$ cat config.mk
export PLATFORM = sky130hd
export DESIGN_NAME = cmp_timer_chan
export DESIGN_NICKNAME = d
export VERILOG_FILES = /design/src/rtl/cmptim_pkg.sv /design/src/rtl/cmptim_ctrl.sv /design/src/rtl/cmptim_dp.sv /design/src/rtl/cmp_timer_chan.sv
export SDC_FILE = /design/constraint.sdc
export NUM_CORES = 1
export LEC_CHECK = 0
export BUFFER_PORTS_ARGS = -buffer_cell sky130_fd_sc_hd__clkbuf_2
export CAP_MARGIN = 20
export CORE_MARGIN = 1
export CORE_UTILIZATION = 30
export DETAILED_ROUTE_END_ITERATION = 10
export RECOVER_POWER = 50
export SETUP_SLACK_MARGIN = 0.02
export SYNTH_ARGS = -nofsm -noshare
export SYNTH_HDL_FRONTEND = slang
export SYNTH_SLANG_ARGS = --single-unit
export TNS_END_PERCENT = 1
$ cat constraint.sdc
create_clock -name clk -period 6.9 [get_ports clk]
set_input_delay 1.725 -clock clk [delete_from_list [all_inputs] [get_ports clk]]
set_output_delay 1.725 -clock clk [all_outputs]
set_load 0.01 [all_outputs]
$ cat src/rtl/cmptim_pkg.sv
package cmptim_pkg;
  localparam int CNT_W     = 16;
  localparam int NUM_CMP   = 4;
  localparam int ADDR_W    = 4;
  localparam int PIN_CFG_W = 4;
  localparam int STAT_W    = NUM_CMP + 1;

  typedef logic [ADDR_W-1:0] addrT;

  localparam addrT A_CTRL   = 4'd0;
  localparam addrT A_PINCFG = 4'd1;
  localparam addrT A_REDIR  = 4'd2;
  localparam addrT A_STATUS = 4'd3;
  localparam addrT A_IRQEN  = 4'd4;
  localparam addrT A_COUNT  = 4'd5;
  localparam addrT A_GR0    = 4'd8;

  typedef enum logic [1:0] {
    ACT_NONE   = 2'b00,
    ACT_LOW    = 2'b01,
    ACT_HIGH   = 2'b10,
    ACT_TOGGLE = 2'b11
  } actT;

  // strobes from control to datapath
  typedef struct packed {
    logic loadInit;
    logic cntWr;
  } cmdT;

  // events from datapath to control
  typedef struct packed {
    logic               ovf;
    logic [NUM_CMP-1:0] match;
    logic               halt;
  } evtT;
endpackage

$ cat src/rtl/cmptim_ctrl.sv
module cmptim_ctrl
  import cmptim_pkg::*;
#(
  parameter int CW = CNT_W
) (
  input  logic                             clk,
  input  logic                             rstN,
  input  logic                             wrEn,
  input  addrT                             wrAddr,
  input  logic [CW-1:0]                    wrData,
  input  addrT                             rdAddr,
  output logic [CW-1:0]                    rdData,
  input  logic [CW-1:0]                    cntVal,
  input  evtT                              evt,
  output cmdT                              cmd,
  output logic                             runBit,
  output logic                             stopMode,
  output logic [1:0]                       clrSelLo,
  output logic [NUM_CMP*PIN_CFG_W-1:0]     pinCfg,
  output logic [1:0]                       redir,
  output logic [NUM_CMP-1:0][CW-1:0]       grVal,
  output logic [STAT_W-1:0]                statusVal,
  output logic [STAT_W-1:0]                irqEnVal
);
  localparam int PCFG_W = NUM_CMP * PIN_CFG_W;

  logic [2:0] clrSelQ;
  logic       haltedQ;
  logic       wrCtrl, wrStatus;
  logic [STAT_W-1:0] w1c, evBits;

  assign wrCtrl   = wrEn && (wrAddr == A_CTRL);
  assign wrStatus = wrEn && (wrAddr == A_STATUS);
  assign w1c      = wrStatus ? wrData[STAT_W-1:0] : '0;
  assign evBits   = {evt.match, evt.ovf};

  assign cmd.cntWr    = wrEn && (wrAddr == A_COUNT);
  assign cmd.loadInit = wrCtrl && wrData[0] && !runBit && !haltedQ;
  assign clrSelLo     = clrSelQ[1:0];

  always_ff @(posedge clk or negedge rstN) begin
    if (!rstN) begin
      runBit   <= 1'b0;
      stopMode <= 1'b0;
      clrSelQ  <= 3'b000;
      haltedQ  <= 1'b0;
    end else if (wrCtrl) begin
      runBit   <= wrData[0];
      stopMode <= wrData[1];
      clrSelQ  <= wrData[4:2];
      if (wrData[0]) haltedQ <= 1'b0;
    end else if (evt.halt) begin
      runBit  <= 1'b0;
      haltedQ <= 1'b1;
    end
  end

  always_ff @(posedge clk or negedge rstN) begin
    if (!rstN) begin
      pinCfg    <= '0;
      redir     <= 2'b00;
      irqEnVal  <= '0;
      statusVal <= '0;
    end else begin
      if (wrEn && wrAddr == A_PINCFG) pinCfg   <= wrData[PCFG_W-1:0];
      if (wrEn && wrAddr == A_REDIR)  redir    <= wrData[1:0];
      if (wrEn && wrAddr == A_IRQEN)  irqEnVal <= wrData[STAT_W-1:0];
      statusVal <= (statusVal & ~w1c) | evBits;
    end
  end

  for (genvar gi = 0; gi < NUM_CMP; gi++) begin : g_gr
    always_ff @(posedge clk or negedge rstN) begin
      if (!rstN)                                         grVal[gi] <= '1;
      else if (wrEn && wrAddr == addrT'(A_GR0 + gi))     grVal[gi] <= wrData;
    end
  end

  always_comb begin
    rdData = '0;
    case (rdAddr)
      A_CTRL:   rdData[4:0]          = {clrSelQ, stopMode, runBit};
      A_PINCFG: rdData[PCFG_W-1:0]   = pinCfg;
      A_REDIR:  rdData[1:0]          = redir;
      A_STATUS: rdData[STAT_W-1:0]   = statusVal;
      A_IRQEN:  rdData[STAT_W-1:0]   = irqEnVal;
      A_COUNT:  rdData               = cntVal;
      default: begin
        for (int i = 0; i < NUM_CMP; i++)
          if (rdAddr == addrT'(A_GR0 + i)) rdData = grVal[i];
      end
    endcase
  end
endmodule

$ cat src/rtl/cmptim_dp.sv
module cmptim_dp
  import cmptim_pkg::*;
#(
  parameter int CW = CNT_W
) (
  input  logic                         clk,
  input  logic                         rstN,
  input  logic                         srcTick,
  input  logic                         runBit,
  input  logic                         stopMode,
  input  logic [1:0]                   clrSelLo,
  input  logic [NUM_CMP*PIN_CFG_W-1:0] pinCfg,
  input  logic [1:0]                   redir,
  input  logic [NUM_CMP-1:0][CW-1:0]   grVal,
  input  cmdT                          cmd,
  input  logic [CW-1:0]                wrData,
  output logic [CW-1:0]                cntVal,
  output logic [NUM_CMP-1:0]           pinOut,
  output logic [NUM_CMP-1:0]           pinOe,
  output evtT                          evt
);
  logic               tick, clearHit, haltHit, ovfHit;
  logic [NUM_CMP-1:0] hit, pinEv;

  // a counter write replaces the tick of that cycle
  assign tick = runBit && srcTick && !cmd.cntWr;

  for (genvar ci = 0; ci < NUM_CMP; ci++) begin : g_cmp
    assign hit[ci] = tick && (cntVal == grVal[ci]);
  end

  assign clearHit = (clrSelLo == 2'b01 && hit[0]) || (clrSelLo == 2'b10 && hit[1]);
  assign haltHit  = stopMode && hit[0];
  assign ovfHit   = tick && (cntVal == {CW{1'b1}}) && !clearHit && !haltHit;

  always_ff @(posedge clk or negedge rstN) begin
    if (!rstN)             cntVal <= '0;
    else if (cmd.cntWr)    cntVal <= wrData;
    else if (tick) begin
      if (clearHit)        cntVal <= '0;
      else if (!haltHit)   cntVal <= cntVal + 1'b1;
    end
  end

  // routing of match events onto pins
  assign pinEv[0] = hit[0] | (redir[0] & hit[2]);
  assign pinEv[1] = hit[1] | (redir[1] & hit[3]);
  assign pinEv[2] = hit[2] & ~redir[0];
  assign pinEv[3] = hit[3] & ~redir[1];

  for (genvar p = 0; p < NUM_CMP; p++) begin : g_pin
    logic en, initLvl, lvlQ;
    actT  act;
    assign en      = pinCfg[p*PIN_CFG_W];
    assign initLvl = pinCfg[p*PIN_CFG_W+1];
    assign act     = actT'(pinCfg[p*PIN_CFG_W+2 +: 2]);

    always_ff @(posedge clk or negedge rstN) begin
      if (!rstN)             lvlQ <= 1'b0;
      else if (cmd.loadInit) lvlQ <= initLvl;
      else if (pinEv[p]) begin
        case (act)
          ACT_LOW:    lvlQ <= 1'b0;
          ACT_HIGH:   lvlQ <= 1'b1;
          ACT_TOGGLE: lvlQ <= ~lvlQ;
          default:    lvlQ <= lvlQ;
        endcase
      end
    end

    assign pinOe[p]  = en;
    assign pinOut[p] = en & lvlQ;
  end

  assign evt.ovf   = ovfHit;
  assign evt.match = hit;
  assign evt.halt  = haltHit;
endmodule

$ cat src/rtl/cmp_timer_chan.sv
module cmp_timer_chan
  import cmptim_pkg::*;
(
  input  logic         clk,
  input  logic         rstN,
  input  logic         srcTick,
  input  logic         wrEn,
  input  logic [3:0]   wrAddr,
  input  logic [15:0]  wrData,
  input  logic [3:0]   rdAddr,
  output logic [15:0]  rdData,
  output logic [3:0]   pinOut,
  output logic [3:0]   pinOe,
  output logic         irq
);
  cmdT                               cmd;
  evtT                               evt;
  logic                              runBit, stopMode;
  logic [1:0]                        clrSelLo, redir;
  logic [NUM_CMP*PIN_CFG_W-1:0]      pinCfg;
  logic [NUM_CMP-1:0][CNT_W-1:0]     grVal;
  logic [CNT_W-1:0]                  cntVal;
  logic [STAT_W-1:0]                 statusVal, irqEnVal;

  cmptim_ctrl #(.CW(CNT_W)) u_ctrl (
    .clk(clk), .rstN(rstN), .wrEn(wrEn), .wrAddr(wrAddr), .wrData(wrData),
    .rdAddr(rdAddr), .rdData(rdData), .cntVal(cntVal), .evt(evt), .cmd(cmd),
    .runBit(runBit), .stopMode(stopMode), .clrSelLo(clrSelLo), .pinCfg(pinCfg),
    .redir(redir), .grVal(grVal), .statusVal(statusVal), .irqEnVal(irqEnVal)
  );

  cmptim_dp #(.CW(CNT_W)) u_dp (
    .clk(clk), .rstN(rstN), .srcTick(srcTick), .runBit(runBit),
    .stopMode(stopMode), .clrSelLo(clrSelLo), .pinCfg(pinCfg), .redir(redir),
    .grVal(grVal), .cmd(cmd), .wrData(wrData), .cntVal(cntVal),
    .pinOut(pinOut), .pinOe(pinOe), .evt(evt)
  );

  assign irq = |(statusVal & irqEnVal);
endmodule

# After elaboration in Yosys (flattened, before gate mapping)
# Cells that the tools add are included.
[totals]
regBits = 118
n_memories = 0
latch_bits = 0
romBits = 0
ram_bits = 0
out_inout_bits = 25
[op_classes]
magnitude_cmp = 0
n_div = 0
n_shift = 0
mux = 29
mul = 0
eq_ne = 39
n_reduce_logical = 51
bitwise = 20
add_sub_neg = 1
[ops]
columns = ["operator", "n"]
rows = [
  ["16-bit two-way mux", 8],
  ["16-bit equality test", 4],
  ["11-bit case mux with 3 select lines", 1],
  ["4-bit equality test, second input constant", 8],
  ["1-bit logical AND", 25],
  ["2-bit equality test, second input constant", 9],
  ["3-bit case mux with 6 select lines", 1],
  ["16-bit by 1-bit adder with 16-bit output, second input constant", 1],
  ["16-bit equality test, second input constant", 1],
  ["4-bit by 2-bit equality test with 1-bit output, second input constant", 4],
  ["4-bit by 3-bit equality test with 1-bit output, second input constant", 4],
  ["4-bit nonzero test", 4],
  ["1-bit two-way mux", 13],
  ["1-bit case mux with 3 select lines", 4],
  ["2-bit case mux with 6 select lines", 1],
  ["2-bit AND reduction", 6],
  ["2-bit nonzero test", 6],
  ["5-bit AND", 2],
  ["2-bit by 1-bit equality test with 1-bit output, second input constant", 5],
  ["1-bit AND", 8],
  ["4-bit by 1-bit equality test with 1-bit output, second input constant", 2],
  ["4-bit zero test", 2],
  ["1-bit inverter", 6],
  ["1-bit zero test", 5],
  ["9 further kinds", 10],
]

# Depth between registers and ports, before layout
[depth]
word_depth = 11
ltp_mapped = 10
depth_no_buf = 8

# Modules after synthesis
# From an unflattened synthesis, not the netlist that was laid out.
[hier_totals]
cells_unflattened = 628
area_unflattened_um2 = 7164.4
[by_module_without_submodules]
columns = ["mod", "seq_area_each_um2", "area_each_um2", "cells_each", "instances"]
rows = [
  ["cmptim_ctrl", 2532.4, 4802.1, 328, 1],
  ["cmptim_dp", 500.5, 2341.0, 297, 1],
  ["cmp_timer_chan", 0.0, 21.3, 3, 1],
]

# Least setup slack after synthesis
# OpenSTA, ideal clock, no wires.
[synth_path]
kind = "input-to-output"
start = "in rdAddr[0]"
end = "out rdData[10]"
n_path_buf = 2
path_stages = 5
slack_ns = 1.732
arrival_time_ns = 3.443
path_cell_list = "buf_2 buf_1 mux4_2 a222oi_1 inv_1"
[synth_via]
elab_chain_len = 6
elab_cells_between_ends = 16
[synth_lines]
columns = ["element", "line", "source"]
rows = [
  ["start, declared", "cmp_timer_chan.sv:10", "input logic [3:0] rdAddr,"],
  ["4-bit equality test", "cmptim_ctrl.sv:90", "if (rdAddr == addrT'(A_GR0 + i)) rdData = grVal[i];"],
  ["16-bit two-way mux (4 in a row)", "cmptim_ctrl.sv:90", ""],
  ["11-bit case mux with 3 select lines *", "cmptim_ctrl.sv:81", "case (rdAddr)"],
  ["end, declared", "cmp_timer_chan.sv:11", "output logic [15:0] rdData,"],
]
# Every way passes the cells marked *; elsewhere a longest branch is shown, timed or not.

# Worst setup path in the final report
[layout_path]
start = "in rdAddr[0]"
end = "out rdData[14]"
# Same word-level chain as after synthesis.

==> metrics.md <==
| Metric | Value |
|---|---|
| Pre-CTS setup slack | `1.51 ns` |
| Placed cell area | `7470 um^2` |
| Maximum Capacitance Violations | `2` |
| WL per Instance | `20.6 um` |
| M1 WL | `9400 um` |
| Dpl hpwl | `13900 um` |
| Commonest non-fill, non-tap cell in the layout | `mux2_2` |
| Largest net degree at the start of global routing | `70` |
| Mux cell area share after synthesis | `0.209` |
| Mean post-synth cell area | `11.4 um^2` |
| Final hold vios | `0` |
| Most frequent cells in the layout | `mux2_2 (91), dfstp_2 (64), dfrtp_1 (54)` |
| Failing checks | `capacitance limit, slew limit` |
| Final nets | `681` |
| Starting density of the core | `0.309` |
| Post-layout util | `0.352` |
| Worst min-delay path category | `reg2reg` |
| Power Dens Cells | `330 nW/um^2` |
| First-pass DRT Iterations | `7` |
| Pwr Total | `0.00266 W` |
| Clock sink count | `118` |
| CTS Hold Bufs | `0` |
| Die Wd | `155 um` |
| CP max-delay cell | `mux4_2` |
| Fin. max-slew vios | `116` |
| Post-route ant nets | `0` |
| Synthesis warning total | `0` |
| H-Tree Depth | `4` |
| Highest Signal Layer | `met4` |
| Critical Setup Path Class | `in2out` |
| Compound-Gate Fraction of Synth Area | `0.102` |
| Final period utilization | `0.774` |
| RD Place Congestion | `0.837` |
| Slew Limit Headroom | `-1.53` |
| Initial antenna violation count | `0` |
| Status | `finished with violations` |
| Via/cell ratio | `5.34` |
| CTS clk-pin slew, worst paths | `0.05 ns` |
| Post-synthesis cell type count | `61` |
| Vias in the first global route | `5171` |
| Syn_nets | `653` |
| Remaining DRCs | `0` |
| Sequential-to-total area share from yosys stat | `0.430` |
| Sum Neg Setup Slack | `0 ns` |
| Critical Path Fanout Max | `20` |
| Synth-to-Final Area Change | `14.1%` |
| I/O pins | `53` |
| Setup-failing EPs final | `0` |
| Core ar. | `22800 um^2` |
| Worst-margin pin slew | `3.79 ns` |
| Number of synthesized flops with an enable pin | `0` |
| Worst path max stage delay | `0.54 ns` |
| CP most frequent cell | `clkbuf_2` |
| Antenna diodes | `0` |
| Max Freq | `187 MHz` |
| CP Data Required Time | `5.18 ns` |
| First-pass GRT wire length | `31400 um` |
| CP startpoint kind | `input port` |
| Xor/xnor share of the synthesized area | `0.0795` |
| Dominant synthesized flop cell | `dfstp_2` |
| Peak supply drop | `0.000164 V` |
| Root buffer cell | `clkbuf_16` |
| Finished Cell Area | `8040 um^2` |
| Arrival time at the worst endpoint | `3.62 ns` |
| Port buffer count | `52` |
| GRT Total Usage | `0.174` |
| Max clock buf depth | `2` |
| Worst setup margin | `1.56 ns` |
| Synth Cell Area | `7050 um^2` |
| Worst Path Buf+Inv | `4` |
| Die Y-Extent | `155 um` |
| Post-CTS sizing | `0` |
| Final Skew | `0.0150 ns` |
| Async S/R FF share, synth | `1.00` |
| CTS buffer count | `17` |
| CTS tree | `done` |
| Routed WL | `20000 um` |
| Initial drt markers | `452` |
| Worst skew pair latency | `0.42 ns` |
| Post-Synth Simple-Gate Area | `0.117` |
| Syn Inst Count | `620` |
| Fraction of layout cells with a size suffix above 1 | `0.414` |
| Die area | `24100 um^2` |
| Combinational family with the most area after synthesis | `multiplexers` |
| Post-CTS Setup Bufs | `0` |
| Row count | `55` |
| WL met2 | `8670 um` |
| RSZ-0062 raised after global routing | `no` |
| Crit end category | `output port` |
| Adder-Cell Fraction of Synth Area | `0.00887` |
| Grt total ovfl | `0` |
| Synthesized flop and latch total | `118` |
| Met3 WL | `1570 um` |
| FILL cells | `2327` |
| Via count | `5195` |
| Min cycle time layout | `5.34 ns` |
| Leak | `3.28 nW` |
| Crit path max-delay family | `buffers and inverters` |
| Crit path cell chain | `clkbuf_2 > buf_4 > mux4_2 > a222oi_1 > inv_1 > clkbuf_2` |
## per-stage QoR
stage                     std cells  hold WS (ns)
after floorplan                 620         0.458
after global placement          941         0.491
after detailed placement        941         0.499
after CTS                       971         0.511
after global routing            972         0.546
final                           972         0.507
## cells in the mapped netlist, drive strengths merged, types with 13 or more instances
master / instances / share of area
dfrtp: 54 / 0.19
xor2: 16 / 0.020
nor2: 17 / 0.0090
mux4: 19 / 0.061
a22o: 14 / 0.018
mux2: 91 / 0.15
xnor2: 48 / 0.060
buf: 35 / 0.034
a21oi: 15 / 0.011
o21ai: 23 / 0.016
nand3: 13 / 0.0092
nand4: 15 / 0.013
dfstp: 64 / 0.24
nand2: 53 / 0.029
inv: 20 / 0.011
clkbuf: 16 / 0.0085
## flip-flops by register name, summed over array words and instances, names as in the netlist, 2 cells and up
name and flops:
u_ctrl.clrSelQ 3, u_dp.cntVal 16, u_ctrl.redir 2, u_ctrl.statusVal 5, u_ctrl.pinCfg 16, u_ctrl.grVal 64
u_ctrl.irqEnVal 5, u_dp.g_pin.lvlQ 4
## per-layer routing
metal  track usage  up-vias
li1              -     2317
met1         0.249     2649
met2         0.251      201
met3        0.0493       28
met4        0.0556        0
met5             0        -
## final cells by class
| type | count | area, um^2 | area share |
|---|---|---|---|
| Multi-Input combinational cell | 430 | 3650 | 0.453 |
| Sequential cell | 118 | 3030 | 0.377 |
| Clock buffer | 26 | 509 | 0.0633 |
| Tap cell | 313 | 392 | 0.0487 |
| Timing Repair Buffer | 61 | 318 | 0.0395 |
| Inverter | 20 | 75.1 | 0.00933 |
| Clock inverter | 4 | 70.1 | 0.00871 |
## worst register-to-register path, delay by kind of cell (launching register included)
kind,cells,cell delay [ns]
AO/OA/AOI/OAI,3,1.22
XOR/XNOR,1,0.24
flip-flops,1,0.53
AND/OR/NAND/NOR,3,1.28
## final timing paths
path,endpoint,start,slack [ns],cells after the start
worst max register to register,u_dp.cntVal[12]$_DFFE_PN0P_,u_dp.cntVal[7]$_DFFE_PN0P_,3.51,7
worst min-delay path,u_ctrl.statusVal[4]$_DFF_PN0_,u_ctrl.statusVal[4]$_DFF_PN0_,0.51,2
worst min register to register,u_ctrl.statusVal[4]$_DFF_PN0_,u_ctrl.statusVal[4]$_DFF_PN0_,0.51,2
worst max-delay path,rdData[14],rdAddr[0],1.56,6
min in group asynchronous,u_ctrl.pinCfg[3]$_DFFE_PN0P_,rstN,1.17,1
max in group asynchronous,u_dp.cntVal[12]$_DFFE_PN0P_,rstN,1.80,2
## cell families after synthesis
group                      after synthesis
and+or+nand+nor                        152
xor gates and xnor gates                64
muxes                                  112
DFF                                    118
buffers and inverters                   72
AOI/OAI and AO/OA                       97
adders and majority gates                5
## where the power goes
part / switching (W) / leakage [nW] / internal, W
registers: 0.000222 / 1.36 / 0.000916
logic: 0.000297 / 1.63 / 0.000343
clock network: 0.000304 / 0.286 / 0.000575
(Power assumes the default switching activity.)
